`src/rtl/sysctl_pkg.sv`:
```
`timescale 1ns/1ps
package sysctl_pkg;
   localparam int unsigned DW        = 32;
   localparam int unsigned WIN_BYTES = 'hD4;

   // register offsets (bytes, 4-byte aligned)
   localparam int unsigned OFF_ID0       = 'h00;
   localparam int unsigned OFF_ID1       = 'h04;
   localparam int unsigned OFF_BOARD     = 'h08;
   localparam int unsigned OFF_TICK24    = 'h0C;
   localparam int unsigned OFF_TICK100   = 'h10;
   localparam int unsigned OFF_LOCK      = 'h14;
   localparam int unsigned OFF_FLAGS     = 'h18;
   localparam int unsigned OFF_FLAGS_CLR = 'h1C;
   localparam int unsigned OFF_RESET     = 'h20;
   localparam int unsigned OFF_CFG_DATA  = 'h24;
   localparam int unsigned OFF_CFG_CTRL  = 'h28;
   localparam int unsigned OFF_CFG_STAT  = 'h2C;
   localparam int unsigned OFF_FLASH     = 'h30;
   localparam int unsigned OFF_DISPLAY   = 'h34;
   localparam int unsigned OSC_BASE      = 'h40;

   localparam logic [DW-1:0] DISPLAY_VAL = 32'h0000_1F00;
   localparam logic [DW-1:0] STAT_VAL    = 32'h0000_0001;

   // mailbox control word layout
   localparam int unsigned CW_START = 31;
   localparam int unsigned CW_DIR   = 30;
   localparam int unsigned TGT_W    = 24;

   typedef enum logic {
      SD_READ  = 1'b0,
      SD_WRITE = 1'b1
   } sd_dir_e;

   localparam int unsigned DEF_NUM_OSC = 5;
   localparam logic [DEF_NUM_OSC*DW-1:0] DEF_OSC_VALS = {
      32'h0000_2C75, 32'h0002_0211, 32'h0000_2C75,
      32'h0000_2CC0, 32'h0001_2C5C
   };
endpackage

```
`src/rtl/sysctl_tickgen.sv`:
```
`timescale 1ns/1ps
module sysctl_tickgen #(
   parameter int unsigned CLK_MHZ = 50,
   parameter int unsigned RATE    = 24,
   parameter int unsigned CNT_W   = 32
) (
   input  logic             clk,
   input  logic             rst_n,
   output logic [CNT_W-1:0] count
);
   localparam int unsigned STEP = RATE / CLK_MHZ;
   localparam int unsigned REM  = RATE % CLK_MHZ;
   localparam logic [CNT_W-1:0] STEP_LO = CNT_W'(STEP);
   localparam logic [CNT_W-1:0] STEP_HI = CNT_W'(STEP + 1);

   generate
      if (CLK_MHZ == 0) begin : g_bad_clk
         $error("sysctl_tickgen: CLK_MHZ must be nonzero");
      end
      if (RATE == 0) begin : g_bad_rate
         $error("sysctl_tickgen: RATE must be nonzero");
      end

      if (REM == 0) begin : g_whole
         // rate is a whole multiple of the clock: fixed step
         always_ff @(posedge clk) begin
            if (!rst_n) count <= '0;
            else        count <= count + STEP_LO;
         end
      end else begin : g_frac
         // fractional rate: carry the remainder in a modulo accumulator
         localparam int unsigned ACC_W = $clog2(2 * CLK_MHZ);
         logic [ACC_W-1:0] acc_q;
         logic [ACC_W-1:0] acc_sum;
         logic             carry;

         assign acc_sum = acc_q + ACC_W'(REM);
         assign carry   = acc_sum >= ACC_W'(CLK_MHZ);

         always_ff @(posedge clk) begin
            if (!rst_n) begin
               acc_q <= '0;
               count <= '0;
            end else begin
               acc_q <= carry ? acc_sum - ACC_W'(CLK_MHZ) : acc_sum;
               count <= count + (carry ? STEP_HI : STEP_LO);
            end
         end
      end
   endgenerate

   // every cycle the count moves by the floor or ceiling of RATE/CLK_MHZ
   a_r7_tick_step: assert property (@(posedge clk) disable iff (!rst_n)
      1'b1 |=> ((count - $past(count)) == STEP_LO) || ((count - $past(count)) == STEP_HI));
endmodule

```
`src/rtl/sysctl_mailbox.sv`:
```
`timescale 1ns/1ps
module sysctl_mailbox
   import sysctl_pkg::*;
#(
   parameter int unsigned TW = TGT_W
) (
   input  logic          clk,
   input  logic          rst_n,
   input  logic          data_we,
   input  logic          ctrl_we,
   input  logic          cw_start,
   input  logic          cw_dir,
   input  logic [TW-1:0] cw_tgt,
   input  logic [DW-1:0] wdata,
   output logic [DW-1:0] data_q,
   output logic          sd_req,
   output logic          sd_we,
   output logic [TW-1:0] sd_addr,
   output logic [DW-1:0] sd_wdata,
   input  logic          sd_present,
   input  logic [DW-1:0] sd_rdata
);
   generate
      if (TW > CW_DIR) begin : g_bad_tw
         $error("sysctl_mailbox: target field overlaps the direction bit");
      end
   endgenerate

   sd_dir_e dir_q;
   logic    launch;
   logic    load_reply;

   assign launch     = ctrl_we && cw_start;
   assign load_reply = sd_req && (dir_q == SD_READ) && sd_present;

   // request stage: one cycle per accepted control write
   always_ff @(posedge clk) begin
      if (!rst_n) begin
         sd_req  <= 1'b0;
         dir_q   <= SD_READ;
         sd_addr <= '0;
      end else begin
         sd_req <= launch;
         if (launch) begin
            dir_q   <= sd_dir_e'(cw_dir);
            sd_addr <= cw_tgt;
         end
      end
   end

   // data register: a reply beats a bus write landing in the same cycle
   always_ff @(posedge clk) begin
      if (!rst_n)          data_q <= '0;
      else if (load_reply) data_q <= sd_rdata;
      else if (data_we)    data_q <= wdata;
   end

   assign sd_we    = (dir_q == SD_WRITE);
   assign sd_wdata = data_q;

   // a request only follows a control write with the start bit set
   a_r9_req_after_launch: assert property (@(posedge clk) disable iff (!rst_n)
      sd_req |-> $past(ctrl_we && cw_start));

   // a control write with the start bit clear raises no request
   a_r8_no_start_no_req: assert property (@(posedge clk) disable iff (!rst_n)
      (ctrl_we && !cw_start) |=> !sd_req);

   // a serviced read loads the reply
   a_r11_reply_loaded: assert property (@(posedge clk) disable iff (!rst_n)
      (sd_req && !sd_we && sd_present) |=> (data_q == $past(sd_rdata)));

   // an absent device leaves the data register alone
   a_r12_absent_holds: assert property (@(posedge clk) disable iff (!rst_n)
      (sd_req && !sd_present && !data_we) |=> $stable(data_q));

   // a write transfer does not disturb the data register
   a_r10_write_holds: assert property (@(posedge clk) disable iff (!rst_n)
      (sd_req && sd_we && !data_we) |=> $stable(data_q));
endmodule

```
`src/rtl/sysctl_csr.sv`:
```
`timescale 1ns/1ps
module sysctl_csr
   import sysctl_pkg::*;
#(
   parameter int unsigned          ADDR_W       = 8,
   parameter logic [DW-1:0]        ID0_VAL      = 32'h4100_0001,
   parameter logic [DW-1:0]        ID1_VAL      = 32'h0000_0000,
   parameter logic [DW-1:0]        BOARD_VAL    = 32'h1100_0A01,
   parameter int unsigned          NUM_OSC      = DEF_NUM_OSC,
   parameter logic [NUM_OSC*DW-1:0] OSC_VALS    = DEF_OSC_VALS
) (
   input  logic              clk,
   input  logic              rst_n,
   input  logic [ADDR_W-1:0] bus_addr,
   input  logic              bus_rd,
   input  logic              bus_wr,
   input  logic [DW-1:0]     bus_wdata,
   output logic [DW-1:0]     bus_rdata,
   input  logic [DW-1:0]     tick24,
   input  logic [DW-1:0]     tick100,
   input  logic [DW-1:0]     cfg_data,
   output logic              data_we,
   output logic              ctrl_we
);
   localparam logic [ADDR_W-1:0] A_ID0       = ADDR_W'(OFF_ID0);
   localparam logic [ADDR_W-1:0] A_ID1       = ADDR_W'(OFF_ID1);
   localparam logic [ADDR_W-1:0] A_BOARD     = ADDR_W'(OFF_BOARD);
   localparam logic [ADDR_W-1:0] A_TICK24    = ADDR_W'(OFF_TICK24);
   localparam logic [ADDR_W-1:0] A_TICK100   = ADDR_W'(OFF_TICK100);
   localparam logic [ADDR_W-1:0] A_LOCK      = ADDR_W'(OFF_LOCK);
   localparam logic [ADDR_W-1:0] A_FLAGS     = ADDR_W'(OFF_FLAGS);
   localparam logic [ADDR_W-1:0] A_FLAGS_CLR = ADDR_W'(OFF_FLAGS_CLR);
   localparam logic [ADDR_W-1:0] A_CFG_DATA  = ADDR_W'(OFF_CFG_DATA);
   localparam logic [ADDR_W-1:0] A_CFG_CTRL  = ADDR_W'(OFF_CFG_CTRL);
   localparam logic [ADDR_W-1:0] A_CFG_STAT  = ADDR_W'(OFF_CFG_STAT);
   localparam logic [ADDR_W-1:0] A_DISPLAY   = ADDR_W'(OFF_DISPLAY);
   localparam logic [ADDR_W-1:0] A_WIN       = ADDR_W'(WIN_BYTES);

   generate
      if (ADDR_W < 8) begin : g_bad_addr
         $error("sysctl_csr: ADDR_W too narrow for the register window");
      end
      if (OSC_BASE + 4 * NUM_OSC > WIN_BYTES) begin : g_bad_osc
         $error("sysctl_csr: oscillator descriptors run past the window");
      end
      if ((OSC_BASE % 4) != 0) begin : g_bad_align
         $error("sysctl_csr: oscillator base must be word aligned");
      end
   endgenerate

   logic [15:0]   lock_q;
   logic [DW-1:0] flags_q;
   logic [DW-1:0] rd_val;
   logic [DW-1:0] osc_word;
   logic [NUM_OSC-1:0] osc_hit;

   // write decode
   logic lock_we, flags_we, flags_clr_we;
   assign lock_we      = bus_wr && (bus_addr == A_LOCK);
   assign flags_we     = bus_wr && (bus_addr == A_FLAGS);
   assign flags_clr_we = bus_wr && (bus_addr == A_FLAGS_CLR);
   assign data_we      = bus_wr && (bus_addr == A_CFG_DATA);
   assign ctrl_we      = bus_wr && (bus_addr == A_CFG_CTRL);

   always_ff @(posedge clk) begin
      if (!rst_n) begin
         lock_q  <= '0;
         flags_q <= '0;
      end else begin
         if (lock_we) lock_q <= bus_wdata[15:0];
         if (flags_clr_we)  flags_q <= '0;
         else if (flags_we) flags_q <= bus_wdata;
      end
   end

   // oscillator descriptor constants, one comparator per entry
   for (genvar i = 0; i < NUM_OSC; i++) begin : g_osc
      assign osc_hit[i] = (bus_addr == ADDR_W'(OSC_BASE + 4 * i));
   end

   always_comb begin
      osc_word = '0;
      for (int i = 0; i < NUM_OSC; i++) begin
         if (osc_hit[i]) osc_word = osc_word | OSC_VALS[i*DW +: DW];
      end
   end

   // read mux; flash, reset control, flags clear and undecoded read zero
   always_comb begin
      unique case (bus_addr)
         A_ID0:      rd_val = ID0_VAL;
         A_ID1:      rd_val = ID1_VAL;
         A_BOARD:    rd_val = BOARD_VAL;
         A_TICK24:   rd_val = tick24;
         A_TICK100:  rd_val = tick100;
         A_LOCK:     rd_val = {16'h0000, lock_q};
         A_FLAGS:    rd_val = flags_q;
         A_CFG_DATA: rd_val = cfg_data;
         A_CFG_CTRL: rd_val = '0;
         A_CFG_STAT: rd_val = STAT_VAL;
         A_DISPLAY:  rd_val = DISPLAY_VAL;
         default:    rd_val = osc_word;
      endcase
   end

   always_ff @(posedge clk) begin
      if (!rst_n)      bus_rdata <= '0;
      else if (bus_rd) bus_rdata <= rd_val;
   end

   // flags clear empties the register whatever the data
   a_r5_flags_clear: assert property (@(posedge clk) disable iff (!rst_n)
      flags_clr_we |=> (flags_q == '0));

   // lock keeps only the low half of the write data
   a_r6_lock_low16: assert property (@(posedge clk) disable iff (!rst_n)
      lock_we |=> (lock_q == $past(bus_wdata[15:0])));

   // status reads one, control reads zero
   a_r4_status_one: assert property (@(posedge clk) disable iff (!rst_n)
      (bus_rd && bus_addr == A_CFG_STAT) |=> (bus_rdata == 32'd1));
   a_r4_ctrl_zero: assert property (@(posedge clk) disable iff (!rst_n)
      (bus_rd && bus_addr == A_CFG_CTRL) |=> (bus_rdata == '0));

   // read data holds between strobes; outside the window reads zero
   a_r2_rdata_hold: assert property (@(posedge clk) disable iff (!rst_n)
      !bus_rd |=> $stable(bus_rdata));
   a_r2_out_of_window: assert property (@(posedge clk) disable iff (!rst_n)
      (bus_rd && bus_addr >= A_WIN) |=> (bus_rdata == '0));
endmodule

```
`src/rtl/sysctl_regblk.sv`:
```
`timescale 1ns/1ps
module sysctl_regblk
   import sysctl_pkg::*;
#(
   parameter int unsigned           ADDR_W    = 8,
   parameter int unsigned           CLK_MHZ   = 50,
   parameter logic [DW-1:0]         ID0_VAL   = 32'h4100_0001,
   parameter logic [DW-1:0]         ID1_VAL   = 32'h0000_0000,
   parameter logic [DW-1:0]         BOARD_VAL = 32'h1100_0A01,
   parameter int unsigned           NUM_OSC   = DEF_NUM_OSC,
   parameter logic [NUM_OSC*DW-1:0] OSC_VALS  = DEF_OSC_VALS
) (
   input  logic              clk,
   input  logic              rst_n,
   input  logic [ADDR_W-1:0] bus_addr,
   input  logic              bus_rd,
   input  logic              bus_wr,
   input  logic [31:0]       bus_wdata,
   output logic [31:0]       bus_rdata,
   output logic              sd_req,
   output logic              sd_we,
   output logic [23:0]       sd_addr,
   output logic [31:0]       sd_wdata,
   input  logic              sd_present,
   input  logic [31:0]       sd_rdata
);
   logic [DW-1:0] tick24, tick100, cfg_data;
   logic          data_we, ctrl_we;

   sysctl_tickgen #(.CLK_MHZ(CLK_MHZ), .RATE(24), .CNT_W(DW)) u_tick24 (
      .clk(clk), .rst_n(rst_n), .count(tick24)
   );

   sysctl_tickgen #(.CLK_MHZ(CLK_MHZ), .RATE(100), .CNT_W(DW)) u_tick100 (
      .clk(clk), .rst_n(rst_n), .count(tick100)
   );

   sysctl_csr #(
      .ADDR_W(ADDR_W), .ID0_VAL(ID0_VAL), .ID1_VAL(ID1_VAL),
      .BOARD_VAL(BOARD_VAL), .NUM_OSC(NUM_OSC), .OSC_VALS(OSC_VALS)
   ) u_csr (
      .clk(clk), .rst_n(rst_n),
      .bus_addr(bus_addr), .bus_rd(bus_rd), .bus_wr(bus_wr),
      .bus_wdata(bus_wdata), .bus_rdata(bus_rdata),
      .tick24(tick24), .tick100(tick100), .cfg_data(cfg_data),
      .data_we(data_we), .ctrl_we(ctrl_we)
   );

   sysctl_mailbox #(.TW(TGT_W)) u_mbx (
      .clk(clk), .rst_n(rst_n),
      .data_we(data_we), .ctrl_we(ctrl_we),
      .cw_start(bus_wdata[CW_START]), .cw_dir(bus_wdata[CW_DIR]),
      .cw_tgt(bus_wdata[TGT_W-1:0]), .wdata(bus_wdata),
      .data_q(cfg_data),
      .sd_req(sd_req), .sd_we(sd_we), .sd_addr(sd_addr),
      .sd_wdata(sd_wdata), .sd_present(sd_present), .sd_rdata(sd_rdata)
   );

   // no transfer may be pending while reset is held
   a_r1_reset_idle: assert property (@(posedge clk)
      !rst_n |=> !sd_req);
endmodule

```
`config.mk`:
```
export PLATFORM = sky130hd
export DESIGN_NAME = sysctl_regblk
export DESIGN_NICKNAME = d
export VERILOG_FILES = /design/src/rtl/sysctl_pkg.sv /design/src/rtl/sysctl_tickgen.sv /design/src/rtl/sysctl_mailbox.sv /design/src/rtl/sysctl_csr.sv /design/src/rtl/sysctl_regblk.sv
export SDC_FILE = /design/constraint.sdc
export NUM_CORES = 1
export LEC_CHECK = 0
export BUFFER_PORTS_ARGS = -buffer_cell sky130_fd_sc_hd__clkbuf_2
export CORE_ASPECT_RATIO = 0.7
export CORE_MARGIN = 2
export CORE_UTILIZATION = 60
export CTS_CLUSTER_SIZE = 10
export DETAILED_ROUTE_END_ITERATION = 8
export PLACE_DENSITY = 0.86
export SYNTH_ARGS = -nofsm -noshare
export SYNTH_HDL_FRONTEND = slang
export SYNTH_SLANG_ARGS = --single-unit
```
`constraint.sdc`:
```
create_clock -name clk -period 8.3 [get_ports clk]
set_input_delay 0.415 -clock clk [delete_from_list [all_inputs] [get_ports clk]]
set_output_delay 0.415 -clock clk [all_outputs]
set_load 0.05 [all_outputs]
```
# Word-level counts from Yosys, hierarchy flattened
# Cells that the tools add are included.
word_totals:
  register_bits: 209
  latchBits: 0
  ramBits: 0
  rom_bits: 0
  output_inout_bits: 90
  elab_cells: 55
  n_memories: 0
op_classes:
  n_addsub: 4
  n_mul: 0
  div_mod_pow: 0
  order_cmp: 1
  n_eq_ne: 16
  shift: 0
  n_mux: 10
  n_bitwise: 2
  reduce_logical: 12
op_table:
  columns: ["operator", "n"]
  rows:
  - ["one-hot mux 32 bit (10 select lines)", 1]
  - ["two-way mux 32 bit", 2]
  - ["two-way mux 14 bit", 3]
  - ["== test 8 x 7 -> 1 bit, second input constant", 5]
  - ["adder 32 x 2 -> 32 bit, second input constant", 1]
  - ["adder 32 bit", 1]
  - ["== test 8 x 5 -> 1 bit, second input constant", 4]
  - ["== test 8 x 6 -> 1 bit, second input constant", 4]
  - ["two-way mux 18 bit", 1]
  - ["two-way mux 17 bit", 1]
  - ["== test 8 x 4 -> 1 bit, second input constant", 2]
  - ["== test 8 x 3 -> 1 bit, second input constant", 1]
  - ["logical AND 1 bit", 8]
  - ["zero test 8 bit", 1]
  - ["adder 7 x 5 -> 7 bit, second input constant", 1]
  - ["greater-or-equal comparator 7 x 6 -> 1 bit, second input constant", 1]
  - ["two-way mux 7 bit", 1]
  - ["subtractor 7 x 6 -> 7 bit, second input constant", 1]
  - ["OR reduction 2 bit", 2]
  - ["NOT 1 bit", 2]
  - ["nonzero test 2 bit", 1]
  - ["two-way mux 1 bit", 1]

# Longest topological paths before layout
depth:
  ltp_word: 7
  depth_mapped: 13

# Hierarchy
# From an unflattened synthesis, not the netlist that was laid out.
unflattened:
  hier_cells: 1185
  area_unflattened_um2: 10810.4
by_module_without_submodules:
  columns: ["module", "instances", "cells_each", "area_each_um2"]
  rows:
  - ["sysctl_csr", 1, 514, 4120.2]
  - ["sysctl_mailbox", 1, 298, 3205.6]
  - ["sysctl_tickgen at u_tick24", 1, 204, 2009.4]
  - ["sysctl_tickgen at u_tick100", 1, 169, 1475.2]

# Worst setup path before layout
# OpenSTA, ideal clock, no wires.
synth_path:
  kind: "register to register"
  startpoint: "reg u_tick24.g_frac.acc_q[3]"
  endpoint: "reg u_tick24.count[18]"
  arrival_ns: 2.496
  required_ns: 8.172
  setup_slack_ns: 5.677
  stages_incl_launch_ff: 13
  synth_period_minus_slack_ns: 2.623
  cell_sequence: "dfxtp_1 -> inv_1 -> ha_1 -> xor2_1 -> o21ai_1 -> ha_1 -> ha_1 -> and2_1 -> and3_1 -> clkbuf_1 -> and3_1 -> xnor2_1 -> nor2_1"
synth_via:
  elab_chain_cells: 4
synth_rtl:
  columns: ["item", "line", "rtl"]
  rows:
  - ["start: declaration", "sysctl_tickgen.sv:33", "logic [ACC_W-1:0] acc_q;"]
  - ["start signal: assignment", "sysctl_tickgen.sv:45", "acc_q <= carry ? acc_sum - ACC_W'(CLK_MHZ) : acc_sum;"]
  - ["adder 7 x 5 -> 7 bit", "sysctl_tickgen.sv:37", "assign acc_sum = acc_q + ACC_W'(REM);"]
  - ["greater-or-equal comparator 7 x 6 -> 1 bit", "sysctl_tickgen.sv:38", "assign carry = acc_sum >= ACC_W'(CLK_MHZ);"]
  - ["two-way mux 1 bit", "sysctl_tickgen.sv:46", "count <= count + (carry ? STEP_HI : STEP_LO);"]
  - ["adder 32 bit", "sysctl_tickgen.sv:46", null]
  - ["end signal: assignment", "sysctl_tickgen.sv:46", null]
  - ["end: declaration", "sysctl_tickgen.sv:9", "output logic [CNT_W-1:0] count"]
# Every way passes these cells.
# A chain may end at the register's enable or synchronous reset.

# Final worst setup path
layout_path:
  startpoint: "reg u_tick24.g_frac.acc_q[3]"
  endpoint: "reg u_tick24.count[28]"
# The elaborated chain is that of the path after synthesis.

==> qor.yml <==
power:
  power.density_nw_per_um2: 197
  p_comb_share_pct: 9.7
  internal_power_uw: 1620
  p_total_uw: 2140
  vdd_ir_drop_max_mv: 0.122
  p_sw_share_pct: 24.3
  clock_power_share_pct: 42.2
  sequentialPowerShare_pct: 48.2
  p_leak_uw: 0.00417
  p_sw_uw: 519
placement:
  place_inst: 1423
  port_buffers: 166
  gp_congestion: 0.977
  placed_cell_area_sq_um: 10200
  hpwl_microns: 20500
detailed_routing:
  drt_iter0_markers: 1367
  wirelength_microns: 29000
  avgRoutedWirePerCell_microns: 20.0
  drcViolationCount: 0
  final_antenna_net_count: 0
  viasPerCell: 6.22
  vias: 9026
  first_pass_iters: 6
synthesis:
  netlist_instances: 1129
  yosys_register_bits: 207
  synth_cell_type_count: 67
  syn_nets: 1215
  synth_simple_gate_area_share_pct: 23.2
  yosys_warnings: 0
  postSynthAreaPerCell_sq_um: 8.36
  synth-edff-count: 0
  async_reset_ff_share_pct: 0
  ys_seq_area_share_pct: 43.9
  synth-compound-area-share_pct: 16.4
  synth_ff_type: "dfxtp_1"
  synthMuxAreaShare_pct: 5.54
  synth_fa_ha_area_share_pct: 1.30
  synth_top_family_by_area: "simple AND/OR/NAND/NOR gates"
  synth-xor-area-share_pct: 5.57
  syn_area_sq_um: 9430
critical_path:
  cp_common_cell: "ha_1"
  r2r-start: "u_tick24.g_frac.acc_q[3]"
  endpoint_kind: "flip-flop"
  crit_chain: "inv_1 > ha_1 > xor2_1 > o21ai_1 > ha_1 > ha_1 > and2_1 > nand4_1 > nor3_1 > xnor2_1 > nor2_1"
  crit_required_ns: 8.67
  reg2regPathDepth: 11
  crit_arrival_ns: 3.38
  setup.worst_path.end: "u_tick24.count[28]"
  rrSetupSlack_ns: 5.29
  cp-startpoint: "u_tick24.g_frac.acc_q[3]"
  cp-start-kind: "flip-flop"
  cp_max_fo: 10
  slowest_delay_ns: 0.55
  r2r_end: "u_tick24.count[28]"
  crit_type: "flip-flop to flip-flop"
  cp_slowest_cell: "o21ai_1"
cts:
  cts_root_buffer: "clkbuf_16"
  htree_num_levels: 1
  numCtsBuffers: 24
  cts_resized: 0
  cts_sinks: 207
  cts_tree: "done"
  clk_pin_slew_ns: 0.05
  ctsHoldBuffers: 0
  clock_path_buffers: 3
  clk_latency_ns: 0.51
  postCtsSetupBuffers: 0
global_route:
  top_usage_layer: "met2"
  grt_pass1_wl_microns: 44500
  globalRouteMet2Util_pct: 50.0
  grtUsageTotal_pct: 33.8
  grt_pass1_vias: 8210
  gr-usage-met1_pct: 48.8
  use_met3_pct: 9.06
  grt_overflow_total: 0
  grt_max_degree: 96
  grt_antenna_before_repair: 1
timing:
  period_minus_slack_ns: 3.01
  max_slew_margin_pct: 15.9
  rsz0062_at_grt: "false"
  fin_crit_sh_pct: 36.3
  fin_skew_ns: 0.0134
  setup_tns_ns: 0
  drv_slew: 0
  worst_pin_slew_ns: 1.26
  final_hold_viol_count: 0
  finalSetupViolCount: 0
  timing.fmax_ghz: 0.332
outcome:
  outcome: "completed"
die:
  die_area_sq_um: 16800
  die_h_microns: 109
  core-area_sq_um: 15500
  die_w_microns: 154
  io_pins: 167
  num_rows: 38
  initial_core_util_pct: 61.1
finish:
  multi_input_area_sq_um: 4910
  final_util_pct: 70.4
  fillers: 1221
  area.growth.synth_to_final_pct: 15.4
  final_area_sq_um: 10900
  seq_area_sq_um: 4140
  stdcell_count: 1452
  nNetsFinal: 1335
  drive_gt1_share_pct: 17.6
min_path:
  min_path_type: "input port to flip-flop"
  hold_start: "bus_wdata[25]"
flow_run:
  max_cap_violations: 0
[flip-flops by register name, indices dropped and copies added (netlist names)]
name and cells:
u_mbx.data_q 32, u_tick100.count 31, u_mbx.sd_we 1, u_csr.lock_q 16, u_csr.flags_q 32, u_tick24.g_frac.acc_q 6
u_csr.bus_rdata 32, u_mbx.sd_req 1, u_mbx.sd_addr 24, u_tick24.count 32
[worst min-delay path by stage]
stage,end,slack [ns],depth (start not counted)
2_1_floorplan,u_csr.flags_q[13],0.43,2
3_3_place_gp,u_csr.bus_rdata[8],0.43,2
3_5_place_dp,u_csr.bus_rdata[8],0.44,2
4_1_cts,u_csr.flags_q[25],0.15,3
5_1_grt,u_csr.flags_q[25],0.17,3
6_report,u_csr.flags_q[25],0.16,3
[area by class of cell]
type / count / share of cell area, %
well taps: 200 / 2.30
diodes: 1 / 0.0230
inverters: 15 / 0.540
clock buffers: 28 / 5.85
repair buffers: 172 / 8.05
flip-flops and latches: 207 / 38.1
multi-input cells: 829 / 45.2
[cells in the final DEF, fill, tap and decap left out, types with 8 or more instances in the layout]
cell       netlist  layout
nand3_1         32      32
xor2_1          24      24
a22o_1           8       8
and3_1          11      11
clkbuf_2         0     166
nand2_1        203     202
nand4_1         14      14
nor3_1          20      20
a22oi_1         20      20
clkbuf_16        0      25
nor4_1          10      10
inv_1           14      14
and2_1           9       9
a211oi_1        35      35
dfxtp_1        207     207
nor2_1         114     113
mux2i_1         50      50
o221ai_1        13      13
and4_1           8       8
o21ai_0         26      26
xnor2_1         36      36
a21oi_1         98      98
ha_1             9       9
[worst max-delay path: cells and delay by family, from the launching register on]
kind            cells  cell delay, ns
xor+xnor            2            0.35
flops               1            0.39
buf+inv             1            0.11
compound gates      1            0.55
simple gates        4            0.84
fa+ha+maj           3            0.66
[cells by family (layout without fill, tap and decap cells)]
logic type	Yosys count	in the layout
xor gates and xnor gates	60	60
and+or+nand+nor	466	466
AOI/OAI and AO/OA	241	241
buffers and inverters	93	215
DFF	207	207
other	0	1
muxes	52	52
adders and majority gates	10	10
[metrics by stage]
step                hold WS, ns  setup WS (ns)
finish                    0.161           5.29
floorplan                 0.433           5.68
detailed placement        0.444           5.02
global placement          0.434           5.17
CTS                       0.149           5.30
global route              0.172           5.05
[power groups by stage]
stage / logic [uW] / clock network, uW / registers (uW)
after floorplan: 135 / 0 / 1060
after global placement: 198 / 0 / 1050
after detailed placement: 204 / 0 / 1050
after CTS: 205 / 907 / 1030
after global routing: 232 / 949 / 1030
final: 207 / 902 / 1030
[cells in the mapped netlist, drive strengths merged (13+ instances only)]
library cell,instances,area [sq um]
xnor2,36,315
xor2,24,210
mux2i,50,500
inv,14,52.6
nor2,116,440
nand4,16,113
o221ai,13,114
a22oi,20,150
clkbuf,53,199
o21ai,27,135
nor3,21,110
buf,25,125
a21oi,98,490
a211oi,35,263
nand2,203,762
dfxtp,207,4140
nand3,32,160
[routing by layer]
layer	wire [microns]	share of wire, %
met2	12100	42
met1	12600	43
met4	708	2.4
met5	0	0
met3	3630	13
No activity file was read; power rests on OpenSTA's default activity.
